<file path="src/rtl/vend_pkg.sv">
package vend_pkg;

  typedef enum logic [2:0] {
    ACT_NONE,
    ACT_ADD,
    ACT_BUY_A,
    ACT_BUY_B,
    ACT_REFUND
  } vend_act_e;

  typedef enum logic {
    MODE_IDLE,
    MODE_REFUND
  } vend_mode_e;

endpackage

</file>
<file path="src/rtl/vend_arbiter.sv">
module vend_arbiter
  import vend_pkg::*;
#(
  parameter int CREDIT_MAX = 6,
  parameter int CW         = 3,
  parameter int COIN_LO    = 1,
  parameter int COIN_HI    = 2,
  parameter int PRICE_A    = 2,
  parameter int PRICE_B    = 4
) (
  input  logic [CW-1:0] credit,
  input  logic          refunding,
  input  logic          coin_lo,
  input  logic          coin_hi,
  input  logic          sel_a,
  input  logic          sel_b,
  input  logic          ret,
  output vend_act_e     act,
  output logic [CW-1:0] add_steps,
  output logic          reject
);
  localparam int SW = CW + 2;

  logic [SW-1:0] sum;
  logic          any_coin;
  logic          command;

  always_comb begin
    add_steps = (coin_lo ? CW'(COIN_LO) : '0) + (coin_hi ? CW'(COIN_HI) : '0);
    sum       = SW'(credit) + SW'(add_steps);
    any_coin  = coin_lo | coin_hi;
    command   = ret | sel_a | sel_b;
    act       = ACT_NONE;
    reject    = 1'b0;
    if (!refunding) begin
      if (ret) begin
        if (credit != '0) act = ACT_REFUND;
      end else if (sel_a) begin
        if (credit >= CW'(PRICE_A)) act = ACT_BUY_A;
      end else if (sel_b) begin
        if (credit >= CW'(PRICE_B)) act = ACT_BUY_B;
      end else if (any_coin) begin
        if (sum > SW'(CREDIT_MAX)) reject = 1'b1;
        else act = ACT_ADD;
      end
      if (command && any_coin) reject = 1'b1;
    end
  end

  // a coin is never both credited and rejected
  always_comb begin
    if (act == ACT_ADD) assert (!reject);
  end

endmodule

</file>
<file path="src/rtl/vend_credit_core.sv">
module vend_credit_core
  import vend_pkg::*;
#(
  parameter int CREDIT_MAX = 6,
  parameter int CW         = 3,
  parameter int PRICE_A    = 2,
  parameter int PRICE_B    = 4
) (
  input  logic          clk,
  input  logic          rst,
  input  vend_act_e     act,
  input  logic [CW-1:0] add_steps,
  input  logic          reject,
  input  logic          refund_ready,
  output logic [CW-1:0] credit,
  output logic          refunding,
  output logic          disp_a,
  output logic          disp_b,
  output logic          coin_rej
);
  vend_mode_e    mode_q;
  logic [CW-1:0] credit_q;

  always_ff @(posedge clk) begin
    if (rst) begin
      mode_q   <= MODE_IDLE;
      credit_q <= '0;
      disp_a   <= 1'b0;
      disp_b   <= 1'b0;
      coin_rej <= 1'b0;
    end else begin
      disp_a   <= 1'b0;
      disp_b   <= 1'b0;
      coin_rej <= reject;
      if (mode_q == MODE_IDLE) begin
        unique case (act)
          ACT_ADD:    credit_q <= credit_q + add_steps;
          ACT_BUY_A: begin
            credit_q <= credit_q - CW'(PRICE_A);
            disp_a   <= 1'b1;
          end
          ACT_BUY_B: begin
            credit_q <= credit_q - CW'(PRICE_B);
            disp_b   <= 1'b1;
          end
          ACT_REFUND: mode_q <= MODE_REFUND;
          default: ;
        endcase
      end else if (refund_ready) begin
        credit_q <= credit_q - 1'b1;
        if (credit_q == CW'(1)) mode_q <= MODE_IDLE;
      end
    end
  end

  assign credit    = credit_q;
  assign refunding = (mode_q == MODE_REFUND);

  p_ceiling_r3: assert property (@(posedge clk) disable iff (rst)
    credit_q <= CW'(CREDIT_MAX));

  p_one_drink_r7: assert property (@(posedge clk) disable iff (rst)
    $onehot0({disp_a, disp_b}));

  p_price_a_r4: assert property (@(posedge clk) disable iff (rst)
    (act == ACT_BUY_A && mode_q == MODE_IDLE) |=> (disp_a && credit_q == $past(credit_q) - CW'(PRICE_A)));

  p_price_b_r5: assert property (@(posedge clk) disable iff (rst)
    (act == ACT_BUY_B && mode_q == MODE_IDLE) |=> (disp_b && credit_q == $past(credit_q) - CW'(PRICE_B)));

  p_token_step_r9: assert property (@(posedge clk) disable iff (rst)
    (refunding && refund_ready) |=> (credit_q == $past(credit_q) - CW'(1)));

  p_stall_hold_r10: assert property (@(posedge clk) disable iff (rst)
    (refunding && !refund_ready) |=> (refunding && $stable(credit_q)));

  p_valid_has_credit_r9: assert property (@(posedge clk) disable iff (rst)
    refunding |-> (credit_q != '0));

  p_quiet_refund_r11: assert property (@(posedge clk) disable iff (rst)
    refunding |=> (!disp_a && !disp_b && !coin_rej));

endmodule

</file>
<file path="src/rtl/vend_led.sv">
module vend_led #(
  parameter int CREDIT_MAX = 6,
  parameter int CW         = 3
) (
  input  logic [CW-1:0]         credit,
  output logic [CREDIT_MAX-1:0] led
);
  for (genvar i = 0; i < CREDIT_MAX; i++) begin : g_bar
    assign led[i] = (credit > CW'(i));
  end

  // the display is always a contiguous bar from bit 0
  always_comb begin
    assert ((led & (led + 1'b1)) == '0);
  end
endmodule

</file>
<file path="src/rtl/vend_ctrl.sv">
module vend_ctrl
  import vend_pkg::*;
#(
  parameter int CREDIT_MAX = 6,
  parameter int COIN_LO    = 1,
  parameter int COIN_HI    = 2,
  parameter int PRICE_A    = 2,
  parameter int PRICE_B    = 4,
  localparam int CW        = $clog2(CREDIT_MAX + 1)
) (
  input  logic                  clk,
  input  logic                  rst,
  input  logic                  coin_50_i,
  input  logic                  coin_100_i,
  input  logic                  sel_a_i,
  input  logic                  sel_b_i,
  input  logic                  ret_i,
  input  logic                  refund_ready_i,
  output logic                  disp_a_o,
  output logic                  disp_b_o,
  output logic                  coin_rej_o,
  output logic                  refund_valid_o,
  output logic [CW-1:0]         credit_o,
  output logic [CREDIT_MAX-1:0] credit_led_o
);
  vend_act_e     act;
  logic [CW-1:0] add_steps;
  logic          reject;
  logic          refunding;

  vend_arbiter #(
    .CREDIT_MAX(CREDIT_MAX), .CW(CW), .COIN_LO(COIN_LO), .COIN_HI(COIN_HI),
    .PRICE_A(PRICE_A), .PRICE_B(PRICE_B)
  ) u_arb (
    .credit(credit_o), .refunding(refunding),
    .coin_lo(coin_50_i), .coin_hi(coin_100_i),
    .sel_a(sel_a_i), .sel_b(sel_b_i), .ret(ret_i),
    .act(act), .add_steps(add_steps), .reject(reject)
  );

  vend_credit_core #(
    .CREDIT_MAX(CREDIT_MAX), .CW(CW), .PRICE_A(PRICE_A), .PRICE_B(PRICE_B)
  ) u_core (
    .clk(clk), .rst(rst), .act(act), .add_steps(add_steps), .reject(reject),
    .refund_ready(refund_ready_i), .credit(credit_o), .refunding(refunding),
    .disp_a(disp_a_o), .disp_b(disp_b_o), .coin_rej(coin_rej_o)
  );

  vend_led #(.CREDIT_MAX(CREDIT_MAX), .CW(CW)) u_led (
    .credit(credit_o), .led(credit_led_o)
  );

  assign refund_valid_o = refunding;

endmodule

</file>
<file path="config.mk">
export PLATFORM = sky130hd
export DESIGN_NAME = vend_ctrl
export DESIGN_NICKNAME = d
export VERILOG_FILES = /design/src/rtl/vend_pkg.sv /design/src/rtl/vend_arbiter.sv /design/src/rtl/vend_credit_core.sv /design/src/rtl/vend_led.sv /design/src/rtl/vend_ctrl.sv
export SDC_FILE = /design/constraint.sdc
export NUM_CORES = 1
export LEC_CHECK = 0
export CORE_ASPECT_RATIO = 1.75
export CORE_MARGIN = 2
export CORE_UTILIZATION = 25
export DETAILED_ROUTE_END_ITERATION = 8
export DONT_BUFFER_PORTS = 1
export SYNTH_ARGS = -nofsm -noshare
export SYNTH_HDL_FRONTEND = slang
export SYNTH_SLANG_ARGS = --single-unit
</file>
<file path="constraint.sdc">
create_clock -name clk -period 5.4 [get_ports clk]
set_clock_uncertainty 0.2 [all_clocks]
set_input_delay 0.54 -clock clk [delete_from_list [all_inputs] [get_ports clk]]
set_output_delay 0.54 -clock clk [all_outputs]
set_load 0.01 [all_outputs]
</file>
# Yosys cells after proc, flatten, opt, wreduce, memory -nomap -nowiden
# Cells that the tools add are included.
[totals] ff_bits=7 latch_bits=0 mem_bits_rw=0 romBits=0 out_inout_bits=13 wordCells=60 memories=0
[op_classes] n_addsub=6 multipliers=0 div_mod_pow=0 magnitude_cmp=9 eq_ne=6 n_shift=0 muxes=26 bitwise=3 n_reduce_logical=5
[ops] op="$mux 3" n=8
[ops] op="$mux 1" n=14
[ops] op="$pmux 3 s3" n=1
[ops] op="$add 3x3->3" n=2
[ops] op="$eq 3x1->1 const B" n=2
[ops] op="$eq 3x2->1 const B" n=2
[ops] op="$gt 3x1->1 const B" n=2
[ops] op="$gt 3x2->1 const B" n=2
[ops] op="$gt 3x3->1 const B" n=2
[ops] op="$mux 2" n=3
[ops] op="$gt 5x3->1 const B" n=1
[ops] op="$add 3x3->4" n=1
[ops] op="$reduce_bool 4->1" n=1
[ops] op="$eq 3x3->1 const B" n=1
[ops] op="$ge 3x2->1 const B" n=1
[ops] op="$ge 3x3->1 const B" n=1
[ops] op="$or 1x1->1" n=3
[ops] op="$reduce_bool 3->1" n=1
[ops] op="$sub 3x1->3 const B" n=1
[ops] op="$sub 3x2->3 const B" n=1
[ops] op="$sub 3x3->3 const B" n=1
[ops] op="$ne 2x2->1 const B" n=1
[ops] op="$reduce_and 2->1" n=1
[ops] op="$reduce_or 2->1" n=1
[ops] op="$logic_and 1x1->1" n=1

# Logic depth before layout (Yosys ltp)
# Gate-level depths: netlist of the first run.
[depth] ltp_word=13 ltp_mapped=8 mapped_depth_nobuf=8

# Hierarchy
# Synthesis of the first run repeated with hierarchy kept, for this count alone.
[hier_totals] hier_cells=75 area_unflattened_um2=655.6
[by_module_without_submodules] module="vend_credit_core" instances=1 cells_each=44 area_per_inst_um2=421.7 seq_area_each_um2=140.1
[by_module_without_submodules] module="vend_arbiter" instances=1 cells_each=25 area_per_inst_um2=193.9 seq_area_each_um2=0.0
[by_module_without_submodules] module="vend_led" instances=1 cells_each=6 area_per_inst_um2=40.0 seq_area_each_um2=0.0

# Worst setup path before layout of the first run
# No wires, ideal clock.
[synth_timing] path_type="register to register" startpoint="register u_core.credit_q[0] (netlist: u_core.credit[0])" endpoint="register u_core.credit_q[1] (netlist: u_core.credit[1])" setup_ns=0.069 t_arrival_ns=2.004 slack_ns=3.127 path_stages_with_launch=9 synth_period_minus_slack_ns=2.273 path_cell_list="dfxtp_1 -> ha_1 -> inv_1 -> fa_1 -> xor2_1 -> nor3b_2 -> o41ai_2 -> a2111o_1 -> o21ai_1"
[synth_via] elab_chain_cells=11 elab_cells_between_ends=26 cone_classes="5 x add/sub; 3 x order compare; 3 x eq/ne; 12 x mux; 3 x reduce/logical"
[synth_rtl] element="from (decl)" line_no="vend_credit_core.sv:22" source="logic [CW-1:0] credit_q;"
[synth_rtl] element="from (signal assigned)" line_no="vend_credit_core.sv:37" source="ACT_ADD: credit_q <= credit_q + add_steps;"
[synth_rtl] element="from (signal assigned)" line_no="vend_credit_core.sv:39" source="credit_q <= credit_q - CW'(PRICE_A);"
[synth_rtl] element="from (signal assigned)" line_no="vend_credit_core.sv:43" source="credit_q <= credit_q - CW'(PRICE_B);"
[synth_rtl] element="$add 3x3->4" line_no="vend_arbiter.sv:30" source="sum = SW'(credit) + SW'(add_steps);"
[synth_rtl] element="$gt 5x3->1" line_no="vend_arbiter.sv:43" source="if (sum > SW'(CREDIT_MAX)) reject = 1'b1;"
[synth_rtl] element="$mux 1" line_no="vend_arbiter.sv:43"
[synth_rtl] element="$mux 3" line_no="vend_arbiter.sv:42" source="end else if (any_coin) begin"
[synth_rtl] element="$mux 3" line_no="vend_arbiter.sv:40" source="end else if (sel_b) begin"
[synth_rtl] element="$mux 3" line_no="vend_arbiter.sv:38" source="end else if (sel_a) begin"
[synth_rtl] element="$mux 3" line_no="vend_arbiter.sv:36" source="if (ret) begin"
[synth_rtl] element="$mux 3" line_no="vend_arbiter.sv:35" source="if (!refunding) begin"
[synth_rtl] element="$eq 3x2->1 or $eq 3x1->1 (tied branches)" line_no="vend_credit_core.sv:36" source="unique case (act)"
[synth_rtl] element="$pmux 3 s3 or $reduce_bool 4->1 (tied branches)"
[synth_rtl] element="$mux 3 or $reduce_and 2->1 (tied branches)"
# Parallel ways exist; a longest one is shown, timed or not. The select of a mux whose other input is x is not followed.
# A chain may end at the register's enable or synchronous reset.

# Final worst setup path of the first run
[layout_timing] startpoint="register u_core.credit_q[2] (netlist: u_core.credit[2])" endpoint="output port credit_led_o[1]"
[layout_via] elab_chain_cells=1
[layout_rtl] element="$gt 3x1->1" line_no="vend_led.sv:9" source="assign led[i] = (credit > CW'(i));"
[layout_rtl] element="to (decl)" line_no="vend_ctrl.sv:24" source="output logic [CREDIT_MAX-1:0] credit_led_o"
# Every way passes these cells.

==> flow_summary.yaml, run 1 <==
drt:
  drt-initial-drc-count: 32
  wl_per_cell_um: 17.76
  via_per_inst: 5.907
  drc: 0
  dr.pass1.iters: 4
  antenna_left: 0
  via_count: 697
  wl_mm: 2.096
sta:
  finalSetupTns_ns: 0
  rsz0062_at_grt: "no"
  setup_viol: 0
  min_period_over_period: 0.4772
  maxSlewViolCount: 0
  worst_pin_slew_ns: 0.6405
  fmax_mhz: 388.0
  fin_ws_ns: 2.823
  slew_headroom: 0.5724
  min_period_ns: 2.577
  hold_viol: 0
final_layout:
  seq_area_um2: 140.1
  fillers: 318
  antenna_cells: 0
  area_growth_syn_to_layout_pct: 7.097
  multiInputGateArea_um2: 588.1
  layout.nets: 112
  layout.cells.non_filler: 118
  final_common_cell: "ha_1"
  final_layout_size_suffix_gt1_frac: 0.1333
  mostFrequentLayoutCells: "12 x ha_1, 8 x a21oi_1, 7 x nor2_1, 7 x dfxtp_1, 6 x inv_1"
  final_util: 0.2838
power:
  power_density_nw_per_um2: 380.8
  fin_total_pwr_uw: 316.3
  power_leakage_nw: 0.3278
  ir_drop_mv: 0.09804
critical_path:
  r2r_setup_slack_ns: 2.83
  arrival_ns: 1.84
  worstSetupEndpointType: "primary output"
  slowest_delay_ns: 0.68
  required_ns: 4.66
  crit_fanout: 12
  worst_path_max_delay_cell: "dfxtp_1"
  critical_path.cell_chain: "inv_1 > ha_1 > a22oi_1"
  criticalPathCategory: "register to primary output"
  crit_path_start_kind: "register"
global_route:
  grt_max_degree: 16
  grtUsageTotal: 0.1227
  grtUsageMet1: 0.1238
  grt.met3_usage: 0.02326
  top_usage_layer: "met2"
  grt_pass1_vias: 668
  grtUsageMet2: 0.2236
  grt_overflow: 0
  antenna_found_initial: 0
  grt_pass1_wl_mm: 3.180
cts:
  clk_latency_ns: 0.24
  cts.path.max_buffers: 2
  cts_resized: 0
  root_buffer: "clkbuf_8"
  htree_num_levels: 1
  clk_pin_slew_worst_paths_ns: 0.05
  cts_sinks: 7
  cts_tree: "yes"
  post_cts_buffers: 0
  cts_made_buffers: 3
  holdBufCountCts: 0
floorplan:
  die_h_um: 77.69
  num_rows: 26
  die_area_um2: 3582
  die_x_um: 46.11
  initial_utilization: 0.2650
  core_um2: 2928
  ios: 21
place:
  hpwl_mm: 1.631
  pre_cts_ws_ns: 2.878
  gp_congestion: 0.8640
  placed_cells: 114
  numPortBuffers: 0
logic_synthesis:
  synth_seq_cells: 7
  synth_cell_type_count: 40
  synth_warnings: 0
  synth_area_per_cell_um2: 8.619
  syn_inst: 90
  syn-cell-area_um2: 775.7
  syn-num-nets: 111
  seq_area_frac_synth: 0.1806
min_path:
  hp-class: "input pin to register"
run:
  max_cap_violations: 0
outcome:
  status: "finished clean"
area by class of cell:
class / count / area share
multi-input cells: 73 / 0.7078
flip-flops and latches: 7 / 0.1687
clock buffers: 4 / 0.05422
well taps: 28 / 0.04217
inverters: 6 / 0.02711
critical path, delay by kind of cell, from the launching register on:
kind,cells,cell delay [ns]
flip-flops,1,0.68
buffers and inverters,1,0.31
adder cells (fa/ha/maj),1,0.31
AO/OA/AOI/OAI,1,0.30
synthesized netlist by cell type (all sizes together):
cell type	n	area (um2)
a21oi	9	48.80
clkbuf	2	8.750
xor2	1	8.760
or2	1	6.260
nand2	5	18.77
nand3	5	25.02
o41ai	1	16.27
nand3b	2	15.01
nand2b	2	12.51
o22ai	1	6.260
nor2b	1	6.260
nor4	2	12.51
a2111o	1	11.26
nor3	3	31.28
o21a	2	15.01
inv	6	22.52
nor3b	1	12.51
or4	1	11.26
o31ai	1	21.27
fa	1	20.02
buf	2	16.26
o31a	1	8.760
xnor2	2	17.52
mux2i	1	10.01
a22oi	1	7.510
a31oi	2	12.51
dfxtp	7	140.1
o211ai	1	7.510
a311oi	1	15.01
o21ai	3	15.01
ha	12	150.1
o311ai	1	8.760
o21ba	1	10.01
nor2	7	26.28
cells by family (layout without fill, tap and decap cells):
| family | after synthesis | in the layout | share of synthesized area |
|---|---|---|---|
| compound gates | 26 | 26 | 0.2629 |
| xor+xnor | 3 | 3 | 0.03388 |
| fa+ha+maj | 13 | 13 | 0.2194 |
| buf+inv | 10 | 10 | 0.06127 |
| flops | 7 | 7 | 0.1806 |
| mux | 1 | 1 | 0.01290 |
| simple gates | 30 | 30 | 0.2290 |
flip-flops by register name (all words and copies together) (netlist names):
signal            count
u_core.credit         3
u_core.coin_rej       1
u_core.disp_a         1
u_core.refunding      1
u_core.disp_b         1
report_power, final:
group / internal (mW) / switching [mW]
clock: 0.0516 / 0.0281
combinational: 0.0577 / 0.0868
sequential: 0.0614 / 0.0307
total: 0.171 / 0.146
worst paths after layout:
path | from | endpoint | depth (start not counted)
max | u_core.credit[2]$_SDFFE_PP0P_ | credit_led_o[1] | 3
min | rst | u_core.credit[0]$_SDFFE_PP0P_ | 1
max reg2reg | u_core.credit[0]$_SDFFE_PP0P_ | u_core.disp_a$_SDFF_PP0_ | 8
min reg2reg | u_core.refunding$_SDFF_PP0_ | u_core.refunding$_SDFF_PP0_ | 2
routing by layer:
metal / vias up / wire, um
li1: 327 / -
met4: 0 / 44
met1: 337 / 741
met2: 28 / 1192
met3: 5 / 118
met5: - / 0
stage by stage:
step           cell area (um2)  hold WS, ns
2_1_floorplan            775.7       0.4863
3_3_place_gp             785.8       0.4168
3_5_place_dp             785.8       0.4167
4_1_cts                  830.8       0.1698
5_1_grt                  830.8       0.1608
6_report                 830.8       0.1679
No activity file was read; power rests on OpenSTA's default activity.
==> inputs of run 2 (changes only) <==
clock period = 2.7 ns   (was 5.4 ns; I/O delays follow)
==> flow_summary.yaml, run 2 (synthesis gave the netlist of run 1 again) <==
final_layout:
  largest_reg_flops: 3
  antenna_cells: 0
  final_layout_size_suffix_gt1_frac: 0.1684
  area_growth_syn_to_layout_pct: 12.26
  mostFrequentLayoutCells: "12 x ha_1, 8 x a21oi_1, 7 x nor2_1, 7 x dfxtp_1, 6 x inv_1"
  final_common_cell: "ha_1"
  layout.nets: 117
power:
  p_comb_frac: 0.549
  power_leakage_nw: 0.3533
  clockPowerShare: 0.232
  p_int_uw: 360.9
  power_frac_seq: 0.218
  power_density_nw_per_um2: 749.8
  power_switching_uw: 292.0
  sw_frac_of_total: 0.4473
  ir_drop_mv: 0.1852
floorplan:
  die_area_um2: 3582
  die_x_um: 46.11
  core_um2: 2928
  die_h_um: 77.69
  ios: 21
  initial_utilization: 0.2650
  num_rows: 26
critical_path:
  rr_worst_depth: 8
  worstSetupEndpointType: "register"
  arrival_ns: 2.17
  crit_start: "u_core.credit[0]$_SDFFE_PP0P_"
  required_ns: 2.67
  reg2reg_from: "u_core.credit[0]$_SDFFE_PP0P_"
  criticalPathCategory: "register to register"
  critPathCapture: "u_core.credit[1]$_SDFFE_PP0P_"
  reg2reg_to: "u_core.credit[1]$_SDFFE_PP0P_"
  crit_path_start_kind: "register"
  r2r_setup_slack_ns: 0.50
  crit_fanout: 3
drt:
  dr.pass1.iters: 4
  via_count: 680
  drc: 0
  wl_mm: 2.205
  wl_per_cell_um: 17.93
  antenna_left: 0
  via_per_inst: 5.528
  drt-initial-drc-count: 42
cts:
  htree_num_levels: 1
  cts_tree: "yes"
  clk_pin_slew_worst_paths_ns: 0.04
  cts.path.max_buffers: 2
  cts_sinks: 7
  clk_latency_ns: 0.23
  root_buffer: "clkbuf_8"
  cts_made_buffers: 3
outcome:
  status: "finished clean"
global_route:
  grt_pass1_vias: 708
  grtUsageTotal: 0.1298
  grt_overflow: 0
  grt_pass1_wl_mm: 3.374
  grt_max_degree: 15
  antenna_found_initial: 0
sta:
  maxSlewViolCount: 0
  hold_viol: 0
  rsz0062_at_grt: "no"
  setup_viol: 0
  whs_ns: 0.01209
  worst_pin_slew_ns: 0.3845
  slew_headroom: 0.7437
  fmax_mhz: 454.7
  finalSetupTns_ns: 0
  min_period_over_period: 0.8146
  min_period_ns: 2.199
min_path:
  hp-class: "input pin to register"
run:
  max_cap_violations: 0
place:
  hpwl_mm: 1.670
  numPortBuffers: 0
  gp_congestion: 0.8203
[run 2: cell count changes in the layout (fill, tap and decap cells not counted), sizes merged]
cell         before  now
buf               0    4
dlygate4sd3       0    1
[run 2: cell type report]
cell class,count,area (um2)
Inverter,6,22.52
Sequential cell,7,140.1
Multi-Input combinational cell,73,588.1
Clock buffer,4,45.04
Tap cell,28,35.03
Timing Repair Buffer,5,40.04
Fill cell,312,2057
[run 2: metal layers]
metal	GRT usage	up-vias	part of all wire
li1	-	337	-
met1	0.1209	309	0.34
met2	0.2361	25	0.56
met3	0.01860	9	0.053
met4	0.08571	0	0.046
met5	0	-	0
[run 2: power groups by stage]
stage	Clock, mW	Sequential, mW	Combinational, mW
after floorplan	0	0.156	0.265
after global placement	0	0.144	0.348
after detailed placement	0	0.144	0.352
after CTS	0.155	0.142	0.358
after global routing	0.165	0.145	0.397
final	0.152	0.143	0.359
[run 2: critical path, stage by stage, from the launching register on]
cell	delay [ns]
dfxtp_1	0.33
ha_1	0.17
inv_1	0.07
fa_1	0.38
xor2_1	0.18
nor3b_2	0.24
o41ai_2	0.10
a2111o_1	0.40
o21ai_1	0.07
[run 2: how the worst min path moves through the flow]
stage                     start                            end  cells past startpoint
after floorplan           ret_i    u_core.refunding$_SDFF_PP0_                      2
after global placement      rst  u_core.credit[0]$_SDFFE_PP0P_                      1
after detailed placement    rst  u_core.credit[0]$_SDFFE_PP0P_                      1
after CTS                   rst  u_core.credit[1]$_SDFFE_PP0P_                      2
after global routing        rst  u_core.credit[1]$_SDFFE_PP0P_                      2
final                       rst  u_core.credit[1]$_SDFFE_PP0P_                      2
[run 2: metrics by stage]
stage / instance area, um2 / worst slack, ns / utilization / instances / total power, mW
after floorplan: 775.7 / 0.4266 / - / 90 / 0.4204
after global placement: 815.8 / 0.5673 / 0.2786 / 118 / 0.4924
after detailed placement: 815.8 / 0.5439 / 0.2786 / 118 / 0.4961
after CTS: 870.8 / 0.5250 / 0.2974 / 123 / 0.6553
after global routing: 870.8 / 0.4226 / 0.2974 / 123 / 0.7066
final: 870.8 / 0.5006 / 0.2974 / 123 / 0.6530
[run 2: repair_timing]
item,CTS,global route
hold endpoints to repair,4,0
buffers inserted,0,0
gates resized for setup,0,0
hold buffers,1,0
==> inputs of run 3 (changes only) <==
clock period = 1.8 ns   (was 2.7 ns; I/O delays follow)
==> flow_summary.yaml, run 3 (synthesis gave the netlist of run 1 again) <==
global_route:
  grtUsageMet2: 0.2681
  grt.met3_usage: 0.03488
  grt_pass1_vias: 792
  top_usage_layer: "met2"
  antenna_found_initial: 0
  grtUsageTotal: 0.1489
  grt_overflow: 0
  grt_pass1_wl_mm: 3.829
  grtUsageMet1: 0.1524
  grt_max_degree: 15
floorplan:
  die_x_um: 46.11
  core_um2: 2928
  ios: 21
  num_rows: 26
  die_h_um: 77.69
  initial_utilization: 0.2650
  die_area_um2: 3582
outcome:
  failed_checks: "negative setup slack"
  status: "complete, but fails checks"
critical_path:
  crit_start: "ret_i"
  crit_fanout: 7
  required_ns: 1.70
  criticalPathCategory: "input pin to register"
  worstSetupEndpointType: "register"
  crit_path_start_kind: "input pin"
  arrival_ns: 1.94
  reg2reg_from: "u_core.credit[0]$_SDFFE_PP0P_"
drt:
  antenna_left: 0
  wl_mm: 2.368
  drt-initial-drc-count: 18
  wl_per_cell_um: 16.79
  via_count: 738
  dr.pass1.iters: 4
  drc: 0
  via_per_inst: 5.234
cts:
  cts_tree: "yes"
  clk_pin_slew_worst_paths_ns: 0.04
  htree_num_levels: 1
  cts.path.max_buffers: 2
  cts_sinks: 7
  root_buffer: "clkbuf_8"
  cts_made_buffers: 3
  clk_latency_ns: 0.23
final_layout:
  antenna_cells: 0
  seq_area_um2: 147.6
  largest_reg_flops: 3
  final_common_cell: "buf_4"
  fillers: 302
  mostFrequentLayoutCells: "17 x buf_4, 9 x ha_1, 7 x nor2_1, 6 x a21oi_1"
  multiInputGateArea_um2: 646.9
  area_growth_syn_to_layout_pct: 40.16
  layout.nets: 135
  final_layout_size_suffix_gt1_frac: 0.3628
power:
  power_switching_uw: 506.6
  power_frac_seq: 0.187
  power_leakage_nw: 0.4474
  sw_frac_of_total: 0.4288
  power_density_nw_per_um2: 1087
  fin_total_pwr_mw: 1.181
  p_int_uw: 674.8
  clockPowerShare: 0.188
  p_comb_frac: 0.624
  ir_drop_mv: 0.5943
sta:
  hold_viol: 0
  rsz0062_at_grt: "yes"
  slew_headroom: 0.7284
  maxSlewViolCount: 0
  setup_viol: 5
  fin_ws_ns: -0.2460
  whs_ns: 0.03570
  min_period_over_period: 1.137
  fmax_mhz: 488.8
  worst_pin_slew_ns: 0.4023
  min_period_ns: 2.046
place:
  numPortBuffers: 0
  gp_congestion: 0.7552
  hpwl_mm: 1.817
  pre_cts_ws_ns: -0.2393
run:
  max_cap_violations: 0
min_path:
  hp-class: "input pin to register"
  min_from: "sel_a_i"
run 3: cell types whose count changed in the layout (fill, tap and decap cells not counted), sizes merged:
cell | before | now
dlymetal6s4s | 0 | 1
buf | 4 | 17
dlygate4sd3 | 1 | 5
run 3: area by class of cell:
class | count | share of cell area
clock buffers | 4 | 0.04143
repair buffers | 23 | 0.1749
flip-flops and latches | 7 | 0.1358
multi-input cells | 73 | 0.5949
inverters | 6 | 0.02071
well taps | 28 | 0.03222
run 3: path summary, 6_finish.rpt:
path	end	slack [ns]	depth (start not counted)
setup / recovery	u_core.credit[0]$_SDFFE_PP0P_	-0.25	6
hold / removal	u_core.credit[2]$_SDFFE_PP0P_	0.04	3
setup reg to reg	u_core.disp_a$_SDFF_PP0_	-0.22	8
hold reg to reg	u_core.credit[1]$_SDFFE_PP0P_	0.45	3
run 3: what timing repair did:
| item | CTS | global route |
|---|---|---|
| endpoints found under the setup margin | 6 | 8 |
| buffers inserted | 1 | 1 |
| pin swaps | 3 | 5 |
| hold buffers | 6 | 0 |
| hold endpoints to repair | 7 | 0 |
| gates resized for setup | 1 | 7 |
run 3: metal layers:
metal	vias up	share of wire
met3	6	0.052
met5	-	0
li1	369	-
met1	340	0.36
met4	0	0.025
met2	23	0.56
run 3: power by group through the flow:
| stage | Combinational (mW) | Clock [mW] | Sequential, mW |
|---|---|---|---|
| after global placement | 0.647 | 0 | 0.221 |
| final | 0.738 | 0.222 | 0.221 |
| after CTS | 0.695 | 0.229 | 0.220 |
| after global routing | 0.805 | 0.244 | 0.225 |
| after detailed placement | 0.662 | 0 | 0.222 |
| after floorplan | 0.418 | 0 | 0.238 |
run 3: critical path, cell delays in order:
cell           delay [ns]
dlygate4sd3_1        0.64
nor3_4               0.26
o31ai_4              0.16
or4_4                0.50
a21oi_2              0.14
nor3_2               0.06
run 3: stage by stage:
stage / util / cells / area, um2 / TNS [ns]
after global routing: 0.3714 / 141 / 1087 / -1.163
after floorplan: - / 90 / 809.5 / -0.5396
after CTS: 0.3603 / 141 / 1055 / -0.8677
after global placement: 0.3227 / 131 / 944.7 / -0.5078
after detailed placement: 0.3227 / 131 / 944.7 / -0.7888
final: 0.3714 / 141 / 1087 / -0.8003
